$ cat config.mk
export PLATFORM = sky130hd
export DESIGN_NAME = irq_entry_seq
export DESIGN_NICKNAME = d
export VERILOG_FILES = /design/src/rtl/irq_seq_pkg.sv /design/src/rtl/irq_pend_reg.sv /design/src/rtl/irq_prio_arb.sv /design/src/rtl/irq_ctx_ptr.sv /design/src/rtl/irq_entry_seq.sv
export SDC_FILE = /design/constraint.sdc
export NUM_CORES = 1
export LEC_CHECK = 0
export BUFFER_PORTS_ARGS = -buffer_cell sky130_fd_sc_hd__buf_2
export CAP_MARGIN = 5
export CORE_UTILIZATION = 54
export DETAILED_ROUTE_END_ITERATION = 7
export PLACE_DENSITY_LB_ADDON = 0.15
export SETUP_SLACK_MARGIN = 0.4
export SYNTH_ARGS = -nofsm -noshare
export SYNTH_HDL_FRONTEND = slang
export SYNTH_SLANG_ARGS = --single-unit
$ cat constraint.sdc
create_clock -name clk_i -period 5.46 [get_ports clk_i]
set_input_delay 0.273 -clock clk_i [delete_from_list [all_inputs] [get_ports clk_i]]
set_output_delay 0.273 -clock clk_i [all_outputs]
set_load 0.05 [all_outputs]
$ cat src/rtl/irq_seq_pkg.sv
package irq_seq_pkg;
  localparam int unsigned NSRC      = 7;
  localparam int unsigned SRC_CTX   = 4;
  localparam int unsigned SRC_TRACE = 5;
  localparam int unsigned NEXT      = 5;
  localparam int unsigned IDW       = $clog2(NSRC);

  typedef enum logic [2:0] {
    S_IDLE,
    S_PUSH_ST,
    S_PUSH_PC,
    S_ENTER,
    S_RET_CTX,
    S_POP_PC,
    S_POP_ST
  } seq_state_e;
endpackage

$ cat src/rtl/irq_pend_reg.sv
module irq_pend_reg
  import irq_seq_pkg::*;
(
  input  logic            clk_i,
  input  logic            rst_ni,
  input  logic [NEXT-1:0] irq_i,
  input  logic            ctx_wrap_i,
  input  logic [NSRC-1:0] clr_i,
  output logic [NSRC-1:0] pend_o
);
  for (genvar i = 0; i < NSRC; i++) begin : g_src
    if (i == SRC_TRACE) begin : g_trace
      logic unused_clr;
      assign unused_clr = clr_i[i];
      assign pend_o[i]  = 1'b1;
    end else begin : g_flop
      logic set_w;
      logic q;
      if (i == SRC_CTX) begin : g_ctx
        assign set_w = ctx_wrap_i;
      end else begin : g_ext
        localparam int E = (i < SRC_CTX) ? i : i - 2;
        assign set_w = irq_i[E];
      end
      // set wins over a same-cycle clear
      always_ff @(posedge clk_i or negedge rst_ni) begin
        if (!rst_ni) q <= 1'b0;
        else         q <= set_w | (q & ~clr_i[i]);
      end
      assign pend_o[i] = q;
    end
  end
endmodule

$ cat src/rtl/irq_prio_arb.sv
module irq_prio_arb
  import irq_seq_pkg::*;
#(
  parameter int unsigned LW = 4
) (
  input  logic [NSRC-1:0] req_i,
  input  logic [LW-1:0]   lvl_i,
  output logic            valid_o,
  output logic [IDW-1:0]  id_o
);
  always_comb begin
    valid_o = 1'b0;
    id_o    = '0;
    for (int i = 0; i < NSRC; i++) begin
      if (req_i[i] && ((i + 1) > int'(lvl_i))) begin
        valid_o = 1'b1;
        id_o    = IDW'(i);
      end
    end
  end
endmodule

$ cat src/rtl/irq_ctx_ptr.sv
module irq_ctx_ptr #(
  parameter int unsigned    CW   = 8,
  parameter int unsigned    STEP = 2,
  parameter logic [CW-1:0]  INIT = '0
) (
  input  logic          clk_i,
  input  logic          rst_ni,
  input  logic          dec_i,
  input  logic          inc_i,
  output logic [CW-1:0] ctx_o,
  output logic          wrap_o
);
  logic [CW-1:0] ctx_q;
  logic [CW:0]   add_w, sub_w;

  assign add_w  = {1'b0, ctx_q} + (CW+1)'(STEP);
  assign sub_w  = {1'b0, ctx_q} - (CW+1)'(STEP);
  assign wrap_o = (inc_i & add_w[CW]) | (dec_i & sub_w[CW]);

  always_ff @(posedge clk_i or negedge rst_ni) begin
    if (!rst_ni)    ctx_q <= INIT;
    else if (dec_i) ctx_q <= sub_w[CW-1:0];
    else if (inc_i) ctx_q <= add_w[CW-1:0];
  end
  assign ctx_o = ctx_q;
endmodule

$ cat src/rtl/irq_entry_seq.sv
module irq_entry_seq
  import irq_seq_pkg::*;
#(
  parameter int unsigned   DW       = 16,
  parameter int unsigned   CW       = 8,
  parameter int unsigned   LW       = 4,
  parameter logic [DW-1:0] SP_INIT  = 16'h0100,
  parameter logic [CW-1:0] CTX_INIT = 8'd16,
  parameter logic [DW-1:0] VEC_BASE = 16'h0010
) (
  input  logic            clk_i,
  input  logic            rst_ni,
  input  logic [NEXT-1:0] irq_i,
  input  logic            ien_we_i,
  input  logic [7:0]      ien_wdata_i,
  input  logic [7:0]      pend_clr_i,
  output logic [7:0]      status_o,
  output logic [7:0]      enable_o,
  input  logic            reti_i,
  input  logic [DW-1:0]   pc_i,
  output logic            busy_o,
  output logic            done_o,
  output logic [DW-1:0]   pc_o,
  output logic [LW-1:0]   level_o,
  output logic [DW-1:0]   sp_o,
  output logic [CW-1:0]   ctx_o,
  output logic            mem_req_o,
  output logic            mem_we_o,
  output logic [DW-1:0]   mem_addr_o,
  output logic [DW-1:0]   mem_wdata_o,
  input  logic [DW-1:0]   mem_rdata_i,
  input  logic            mem_ready_i
);
  seq_state_e      state_q;
  logic [NSRC-1:0] pend_w, ien_q;
  logic [IDW-1:0]  id_q, arb_id_w;
  logic            arb_valid_w, ctx_wrap_w;
  logic [DW-1:0]   sp_q, pc_q, ret_pc_q;
  logic [LW-1:0]   lvl_q;
  logic            done_q;
  logic            idle_w, take_w, reti_go_w, is_push_w;
  logic            unused_hi;

  assign unused_hi = ^{ien_wdata_i[7], pend_clr_i[7]};

  irq_pend_reg u_pend (
    .clk_i      (clk_i),
    .rst_ni     (rst_ni),
    .irq_i      (irq_i),
    .ctx_wrap_i (ctx_wrap_w),
    .clr_i      (pend_clr_i[NSRC-1:0]),
    .pend_o     (pend_w)
  );

  irq_prio_arb #(.LW(LW)) u_arb (
    .req_i   (pend_w & ien_q),
    .lvl_i   (lvl_q),
    .valid_o (arb_valid_w),
    .id_o    (arb_id_w)
  );

  irq_ctx_ptr #(.CW(CW), .STEP(2), .INIT(CTX_INIT)) u_ctx (
    .clk_i  (clk_i),
    .rst_ni (rst_ni),
    .dec_i  (state_q == S_ENTER),
    .inc_i  (state_q == S_RET_CTX),
    .ctx_o  (ctx_o),
    .wrap_o (ctx_wrap_w)
  );

  always_ff @(posedge clk_i or negedge rst_ni) begin
    if (!rst_ni)       ien_q <= '0;
    else if (ien_we_i) ien_q <= ien_wdata_i[NSRC-1:0];
  end

  // no arbitration in the done cycle: the core needs one cycle to present pc_i
  assign idle_w    = (state_q == S_IDLE) && !done_q;
  assign reti_go_w = idle_w && reti_i;
  assign take_w    = idle_w && !reti_i && arb_valid_w;

  always_ff @(posedge clk_i or negedge rst_ni) begin
    if (!rst_ni) begin
      state_q  <= S_IDLE;
      id_q     <= '0;
      ret_pc_q <= '0;
      sp_q     <= SP_INIT;
      pc_q     <= '0;
      lvl_q    <= '0;
      done_q   <= 1'b0;
    end else begin
      done_q <= 1'b0;
      unique case (state_q)
        S_IDLE: begin
          if (reti_go_w) state_q <= S_RET_CTX;
          else if (take_w) begin
            id_q     <= arb_id_w;
            ret_pc_q <= pc_i;
            state_q  <= S_PUSH_ST;
          end
        end
        S_PUSH_ST: if (mem_ready_i) begin
          sp_q    <= sp_q - DW'(1);
          state_q <= S_PUSH_PC;
        end
        S_PUSH_PC: if (mem_ready_i) begin
          sp_q    <= sp_q - DW'(1);
          state_q <= S_ENTER;
        end
        S_ENTER: begin
          lvl_q   <= LW'(id_q) + LW'(1);
          pc_q    <= VEC_BASE + DW'({id_q, 1'b0});
          done_q  <= 1'b1;
          state_q <= S_IDLE;
        end
        S_RET_CTX: state_q <= S_POP_PC;
        S_POP_PC: if (mem_ready_i) begin
          pc_q    <= mem_rdata_i;
          sp_q    <= sp_q + DW'(1);
          state_q <= S_POP_ST;
        end
        S_POP_ST: if (mem_ready_i) begin
          lvl_q   <= mem_rdata_i[LW-1:0];
          sp_q    <= sp_q + DW'(1);
          done_q  <= 1'b1;
          state_q <= S_IDLE;
        end
        default: state_q <= S_IDLE;
      endcase
    end
  end

  assign is_push_w   = (state_q == S_PUSH_ST) || (state_q == S_PUSH_PC);
  assign mem_req_o   = is_push_w || (state_q == S_POP_PC) || (state_q == S_POP_ST);
  assign mem_we_o    = is_push_w;
  assign mem_addr_o  = is_push_w ? sp_q - DW'(1) : sp_q;
  assign mem_wdata_o = (state_q == S_PUSH_ST) ? DW'(lvl_q) : ret_pc_q;

  assign busy_o   = (state_q != S_IDLE);
  assign done_o   = done_q;
  assign pc_o     = pc_q;
  assign level_o  = lvl_q;
  assign sp_o     = sp_q;
  assign status_o = {1'b0, pend_w};
  assign enable_o = {1'b0, ien_q};
endmodule

==> results of run 1 <==
-- cell usage after synthesis, types with 2 or more instances --
| master | count | area share |
|---|---|---|
| a21o_1 | 5 | 0.0087 |
| a21oi_1 | 16 | 0.019 |
| a22o_1 | 3 | 0.0061 |
| a31oi_1 | 7 | 0.010 |
| a32oi_1 | 4 | 0.0081 |
| and2_1 | 15 | 0.022 |
| and3_1 | 7 | 0.010 |
| buf_2 | 4 | 0.0046 |
| buf_4 | 10 | 0.017 |
| buf_6 | 2 | 0.0052 |
| clkbuf_1 | 20 | 0.017 |
| conb_1 | 2 | 0.0017 |
| dfrtp_1 | 77 | 0.45 |
| dfstp_2 | 2 | 0.012 |
| ha_1 | 9 | 0.026 |
| inv_1 | 14 | 0.012 |
| mux2_1 | 9 | 0.023 |
| mux2_2 | 18 | 0.047 |
| mux2i_1 | 6 | 0.014 |
| nand2_1 | 68 | 0.059 |
| nand2b_1 | 4 | 0.0058 |
| nand3_1 | 27 | 0.031 |
| nand4_1 | 5 | 0.0072 |
| nor2_1 | 23 | 0.020 |
| nor2b_1 | 3 | 0.0043 |
| nor3_1 | 14 | 0.016 |
| o21ai_0 | 12 | 0.014 |
| o21ai_1 | 2 | 0.0023 |
| or4_1 | 3 | 0.0052 |
| xnor2_1 | 22 | 0.045 |
| xor2_1 | 16 | 0.032 |
-- through the flow --
step,worst slack (ns),instances,hold WS (ns),util,cell area (µm²)
2_1_floorplan,1.92,453,-0.0226,-,4330
3_3_place_gp,2.82,667,0.444,0.649,5010
3_5_place_dp,2.74,667,0.450,0.649,5010
4_1_cts,2.35,683,0.0944,0.674,5210
5_1_grt,2.16,683,0.0948,0.674,5210
6_report,2.36,683,0.0711,0.674,5210
-- area by class of cell --
cell class / count / share of cell area
clock buffers: 12 / 0.0317
clock inverters: 4 / 0.00552
inverters: 15 / 0.0108
multi-input cells: 323 / 0.404
flip-flops and latches: 79 / 0.380
well taps: 102 / 0.0245
repair buffers: 148 / 0.144
-- sequential cells by signal, summed over array words and instances (netlist names), 3 cells and up --
register	flops
id_q	3
ien_q	7
level_o	4
pc_o	16
ret_pc_q	16
sp_o	16
state_q	3
u_ctx.ctx_o	7
u_pend.g_src.g_flop.q	6
-- path summary, 6_finish.rpt --
path	startpoint	endpoint
worst max-delay path	state_q[0]	mem_addr_o[12]
worst min-delay path	rst_ni	ret_pc_q[14]
worst max register to register	state_q[0]	sp_o[9]
worst min register to register	pc_o[14]	pc_o[14]
max in group asynchronous	rst_ni	sp_o[3]
min in group clk_i	irq_i[3]	u_pend.g_src[3].g_flop.q
-- cell families (layout without fill, tap and decap cells) --
logic type                 count (synthesis)  after routing  share of synthesized area
muxes                                     33             33                     0.0842
and+or+nand+nor                          179            179                      0.201
other                                      2              4                    0.00174
xor gates and xnor gates                  38             38                     0.0770
buffers and inverters                     51            179                     0.0576
AOI/OAI and AO/OA                         60             60                     0.0943
adders and majority gates                  9              9                     0.0260
DFF                                       79             79                      0.458
-- metal layers --
metal | share of wire | track usage
met5 | 0 | 0
met4 | 0.013 | 0.0860
met3 | 0.049 | 0.0377
met2 | 0.48 | 0.393
met1 | 0.45 | 0.322
-- worst max-delay path: stages, from the launching register on --
cell and delay, ns:
dfrtp_1 0.40, inv_1 0.12, ha_1 0.35, nor2_1 0.12, nor2_1 0.50, nand3b_1 0.28, nor3_1 0.27, xor2_1 0.16
buf_2 0.27
==> metrics.md, run 1 <==
| Metric | Value |
|---|---|
| Total track usage | `0.240` |
| # IOs | `154` |
| Nets | `643` |
| Initial DRT Pass Iterations | `4` |
| Post-CTS resize count | `0` |
| Drt via density | `5.31` |
| DRT iter0 DRCs | `112` |
| CTS tree | `done` |
| Clk sinks | `79` |
| Unrepaired setup endpoints after global routing | `no` |
| Fillers | `664` |
| Number of synthesized register bits | `79` |
| Tcrit/Tclk final | `0.567` |
| Hold Path Class | `in2async` |
| Postcts setup bufs | `0` |
| Residual DRC count | `0` |
| IO Port Bufs | `146` |
| Setup Total Neg Slack | `0 ns` |
| Initial antenna violation count | `0` |
| FMAX | `0.323 GHz` |
| Synthesized area | `4320 µm²` |
| Post-synth top flop | `dfrtp_1` |
| TritonCTS buffer count | `9` |
| Slew Limit Fails | `0` |
| Worst Path Required | `5.19 ns` |
| Area Overhead vs Synth | `20.5%` |
| Post-route antenna net violation count | `0` |
| Crit start category | `flop` |
| Crit path capture type | `output port` |
| Commonest non-fill, non-tap cell in the layout | `buf_2` |
| Max Cap Viol | `0` |
| Post-Syn Area per Cell | `9.59 µm²` |
| Worst EP arrival | `2.82 ns` |
| First-pass GRT wire length | `16200 µm` |
| Grt ovf | `0` |
| Critical setup path kind | `reg2out` |
| Number of enable flip-flop cells after synthesis | `0` |
| Die X | `91.5 µm` |
| Worst slew margin | `0.351` |
| CP Max Fanout | `10` |
| H-tree Lvls | `3` |
| Final Skew | `0.0153 ns` |
| Synth unique cells | `53` |
| Syn. warnings | `0` |
| Drt total wl | `9500 µm` |
| Core area | `7730 µm²` |
| Asr flop ratio synth | `1.00` |
| Largest net degree at the start of global routing | `80` |
| Multi-input gate area | `2100 µm²` |
| Clk slew on worst S/H paths | `0.08 ns` |
| Count of final setup violators | `0` |
| Min Tclk post-route | `3.10 ns` |
| R2R cell count | `7` |
| Seq/Total Area, Yosys | `0.458` |
| CTS Root Cell | `clkbuf_8` |
| Hold buffer count at cts | `0` |
| DR WL/cell | `13.9 µm` |
| Status | `completed` |
| Via count | `3627` |
| Die area | `8370 µm²` |
| Slew @ Worst Pin | `0.973 ns` |
| Row count | `32` |
| FF-to-FF setup slack | `3.08 ns` |
| Fin. Hold Viols | `0` |
| Layout cells sized above 1 | `0.332` |
| Cells after Synth | `451` |
| Clk buf depth | `2` |
| Most frequent cells in the layout | `145 x buf_2, 77 x dfrtp_1, 68 x nand2_1, 27 x nand3_1, 23 x nor2_1` |
| Worst-skew pair later-pin latency | `0.35 ns` |
| Diode count | `0` |
| Vias in the first global route | `3359` |
| Die Ht | `91.5 µm` |
| DP HPWL | `6860 µm` |
| Initial Util | `0.560` |
| FF+latch area | `1980 µm²` |
| GPL Wtd Cong | `0.879` |
Power of run 1 is left out: the tool's default activity adds up to more than one toggle a clock period on the data nets, which glitch-free logic cannot reach.
==> run 2, diff against run 1 <==
--- a/config.mk
+++ b/config.mk
@@ -7,7 +7,7 @@
 export LEC_CHECK = 0
 export BUFFER_PORTS_ARGS = -buffer_cell sky130_fd_sc_hd__buf_2
 export CAP_MARGIN = 5
-export CORE_UTILIZATION = 54
+export CORE_UTILIZATION = 45
 export DETAILED_ROUTE_END_ITERATION = 7
 export PLACE_DENSITY_LB_ADDON = 0.15
 export SETUP_SLACK_MARGIN = 0.4
==> constraint.sdc (replaced) <==
create_clock -name clk_i -period 2.8 [get_ports clk_i]
set_input_delay 0.14 -clock clk_i [delete_from_list [all_inputs] [get_ports clk_i]]
set_output_delay 0.14 -clock clk_i [all_outputs]
set_load 0.05 [all_outputs]
==> run 2 against run 1 <==
  * Non-clock buffer count rose by 29
  * Utilization is 4.0 points lower
  * Final area is 13% higher
  * Highest routed layer unchanged
  * Via count is 1.9% higher
==> metrics.md, run 2 (same netlist as run 1, synthesis figures left out) <==
| Metric | Value |
|---|---|
| DP HPWL | `7230 µm (was 6860 µm)` |
| Setup Total Neg Slack | `0 ns (unchanged)` |
| Largest net degree at the start of global routing | `80 (unchanged)` |
| Finished Cell Area | `5880 µm² (was 5210 µm²)` |
| CTS tree | `done (unchanged)` |
| CP Max Fanout | `4 (was 10)` |
| Met3 Use GR | `0.0397 (was 0.0377)` |
| FMAX | `0.413 GHz` |
| Drt total wl | `10100 µm (was 9500 µm)` |
| Drt via density | `5.00 (was 5.31)` |
| Die area | `10000 µm² (was 8370 µm²)` |
| Layout Utilization | `0.634 (was 0.674)` |
| Placed cell area | `5360 µm² (was 5010 µm²)` |
| Met2 Use GR | `0.329 (was 0.393)` |
| Worst-skew pair later-pin latency | `0.34 ns (was 0.35 ns)` |
| Slowest-stage cell, CP | `dfrtp_2 (was nor2_1)` |
| Crit path capture type | `output port (unchanged)` |
| Total track usage | `0.206 (was 0.240)` |
| Post-route antenna net violation count | `0 (unchanged)` |
| CTS Root Cell | `clkbuf_8 (unchanged)` |
| Clk slew on worst S/H paths | `0.08 ns (about the same)` |
| DRT iter0 DRCs | `98 (was 112)` |
| Count of final setup violators | `0 (unchanged)` |
| Die X | `100 µm (was 91.5 µm)` |
| Die Ht | `100 µm (was 91.5 µm)` |
| Worst slew margin | `0.334 (was 0.351)` |
| Slew @ Worst Pin | `0.999 ns (was 0.973 ns)` |
| Area Overhead vs Synth | `36.1% (was 20.5%)` |
| Worst Path Required | `2.66 ns (was 5.19 ns)` |
| Grt ovf | `0 (unchanged)` |
| IO Port Bufs | `146 (unchanged)` |
| Vias in the first global route | `3510 (was 3359)` |
| Row count | `35 (was 32)` |
| Worst path buffer plus inverter count | `3 (was 2)` |
| Initial Util | `0.466 (was 0.560)` |
| Initial antenna violation count | `0 (unchanged)` |
| Initial DRT Pass Iterations | `4 (unchanged)` |
| First-pass GRT wire length | `16500 µm (was 16200 µm)` |
| Crit-path cells | `inv_4 -> ha_4 -> or3b_4 -> nor3_4 -> nand3b_1 -> buf_6 -> nor3_4 -> xor2_4 -> buf_6 (was inv_1 -> ha_1 -> nor2_1 -> nor2_1 -> nand3b_1 -> nor3_1 -> xor2_1 -> buf_2)` |
| Diode count | `0 (unchanged)` |
| Nets | `672 (was 643)` |
| Status | `completed (unchanged)` |
| Final Skew | `0.0122 ns (was 0.0153 ns)` |
| DR WL/cell | `13.7 µm (was 13.9 µm)` |
| Hold Path Class | `in2reg (was in2async)` |
| Clk buf depth | `2 (unchanged)` |
| TritonCTS buffer count | `9 (unchanged)` |
| Slew Limit Fails | `0 (unchanged)` |
| Clk sinks | `79 (unchanged)` |
| Worst EP arrival | `2.28 ns (was 2.82 ns)` |
| GPL Wtd Cong | `0.811 (was 0.879)` |
| Most frequent cells in the layout | `136 x buf_2, 71 x dfrtp_1, 66 x nand2_1, 27 x nand3_1, 23 x buf_4 (was 145 x buf_2, 77 x dfrtp_1, 68 x nand2_1, 27 x nand3_1, 23 x nor2_1)` |
| Layout cells sized above 1 | `0.410 (was 0.332)` |
| Delay-heaviest family, CP | `simple AND/OR/NAND/NOR gates (unchanged)` |
| Crit start category | `flop (unchanged)` |
| GR peak layer | `met2 (unchanged)` |
| Met1 usage | `0.287 (was 0.322)` |
| Max stage delay on crit path | `0.43 ns (was 0.50 ns)` |
| Critical setup path kind | `reg2out (unchanged)` |
| Commonest non-fill, non-tap cell in the layout | `buf_2 (unchanged)` |
| Unrepaired setup endpoints after global routing | `yes (was no)` |
| Via count | `3695 (was 3627)` |
| # IOs | `154 (unchanged)` |
| Residual DRC count | `0 (unchanged)` |
| Fin. Hold Viols | `0 (unchanged)` |
| Core area | `9280 µm² (was 7730 µm²)` |
| H-tree Lvls | `3 (unchanged)` |
| Tcrit/Tclk final | `0.864` |
| Max Cap Viol | `0 (unchanged)` |
| Min Tclk post-route | `2.42 ns` |
run 2: changes by cell type in the layout (fill, tap and decap cells not counted), moves of 6 or more:
cell,before,now
buf_4,3,23
xnor2_1,22,13
dfrtp_2,0,6
buf_6,0,6
dfrtp_1,77,71
dlygate4sd3_1,0,11
buf_2,145,136
run 2: worst reg2reg max path, cell delays in order (launching register included):
cell and delay [ns]:
dfrtp_1 0.50, nand2_1 0.09, a32o_1 0.28, o31a_1 0.38, o21ai_4 0.50, mux2_2 0.41
run 2: final timing paths:
path / startpoint / end / slack, ns / cells past startpoint
worst max-delay path: sp_o[0] / mem_addr_o[12] / 0.38 / 9
worst min-delay path: pc_i[13] / ret_pc_q[13] / 0.02 / 2
worst max register to register: level_o[0] / ret_pc_q[15] / 0.53 / 5
worst min register to register: pc_o[8] / pc_o[8] / 0.47 / 2
max in group asynchronous: rst_ni / sp_o[1] / 1.57 / 2
min in group asynchronous: rst_ni / ret_pc_q[10] / 0.49 / 2
run 2: what timing repair did:
action / 4_1_cts / 5_1_grt
pin swaps: 9 / 5
gates resized for setup: 20 / 7
hold endpoints to repair: 24 / 1
endpoints found under the setup margin: 10 / 16
hold buffers: 10 / 1
setup buffers: 13 / 1
run 2: cell type report:
type / count / area (µm²)
clock buffer: 10 / 138
clock inverter: 6 / 75.1
fill: 814 / 3400
inverter: 15 / 61.3
multi-input combinational: 323 / 2420
sequential: 79 / 1990
tap: 129 / 161
timing repair buffer: 177 / 1040
run 2: metrics by stage:
stage	cells	setup WS, ns	hold WS [ns]
floorplan	453	0.330	-0.156
global placement	698	0.386	0.317
detailed placement	698	0.363	0.322
CTS	737	0.304	0.000168
global route	739	0.293	0.00295
finish	739	0.381	0.0211
run 2: routing by layer:
layer  share of wire  vias up  routed length, µm
met5               0        -                  0
met2            0.46      104               4680
met1            0.47     1748               4770
met4          0.0083        0                 84
met3           0.056        9                570
li1                -     1834                  -
Power of run 2 is left out for the same reason.
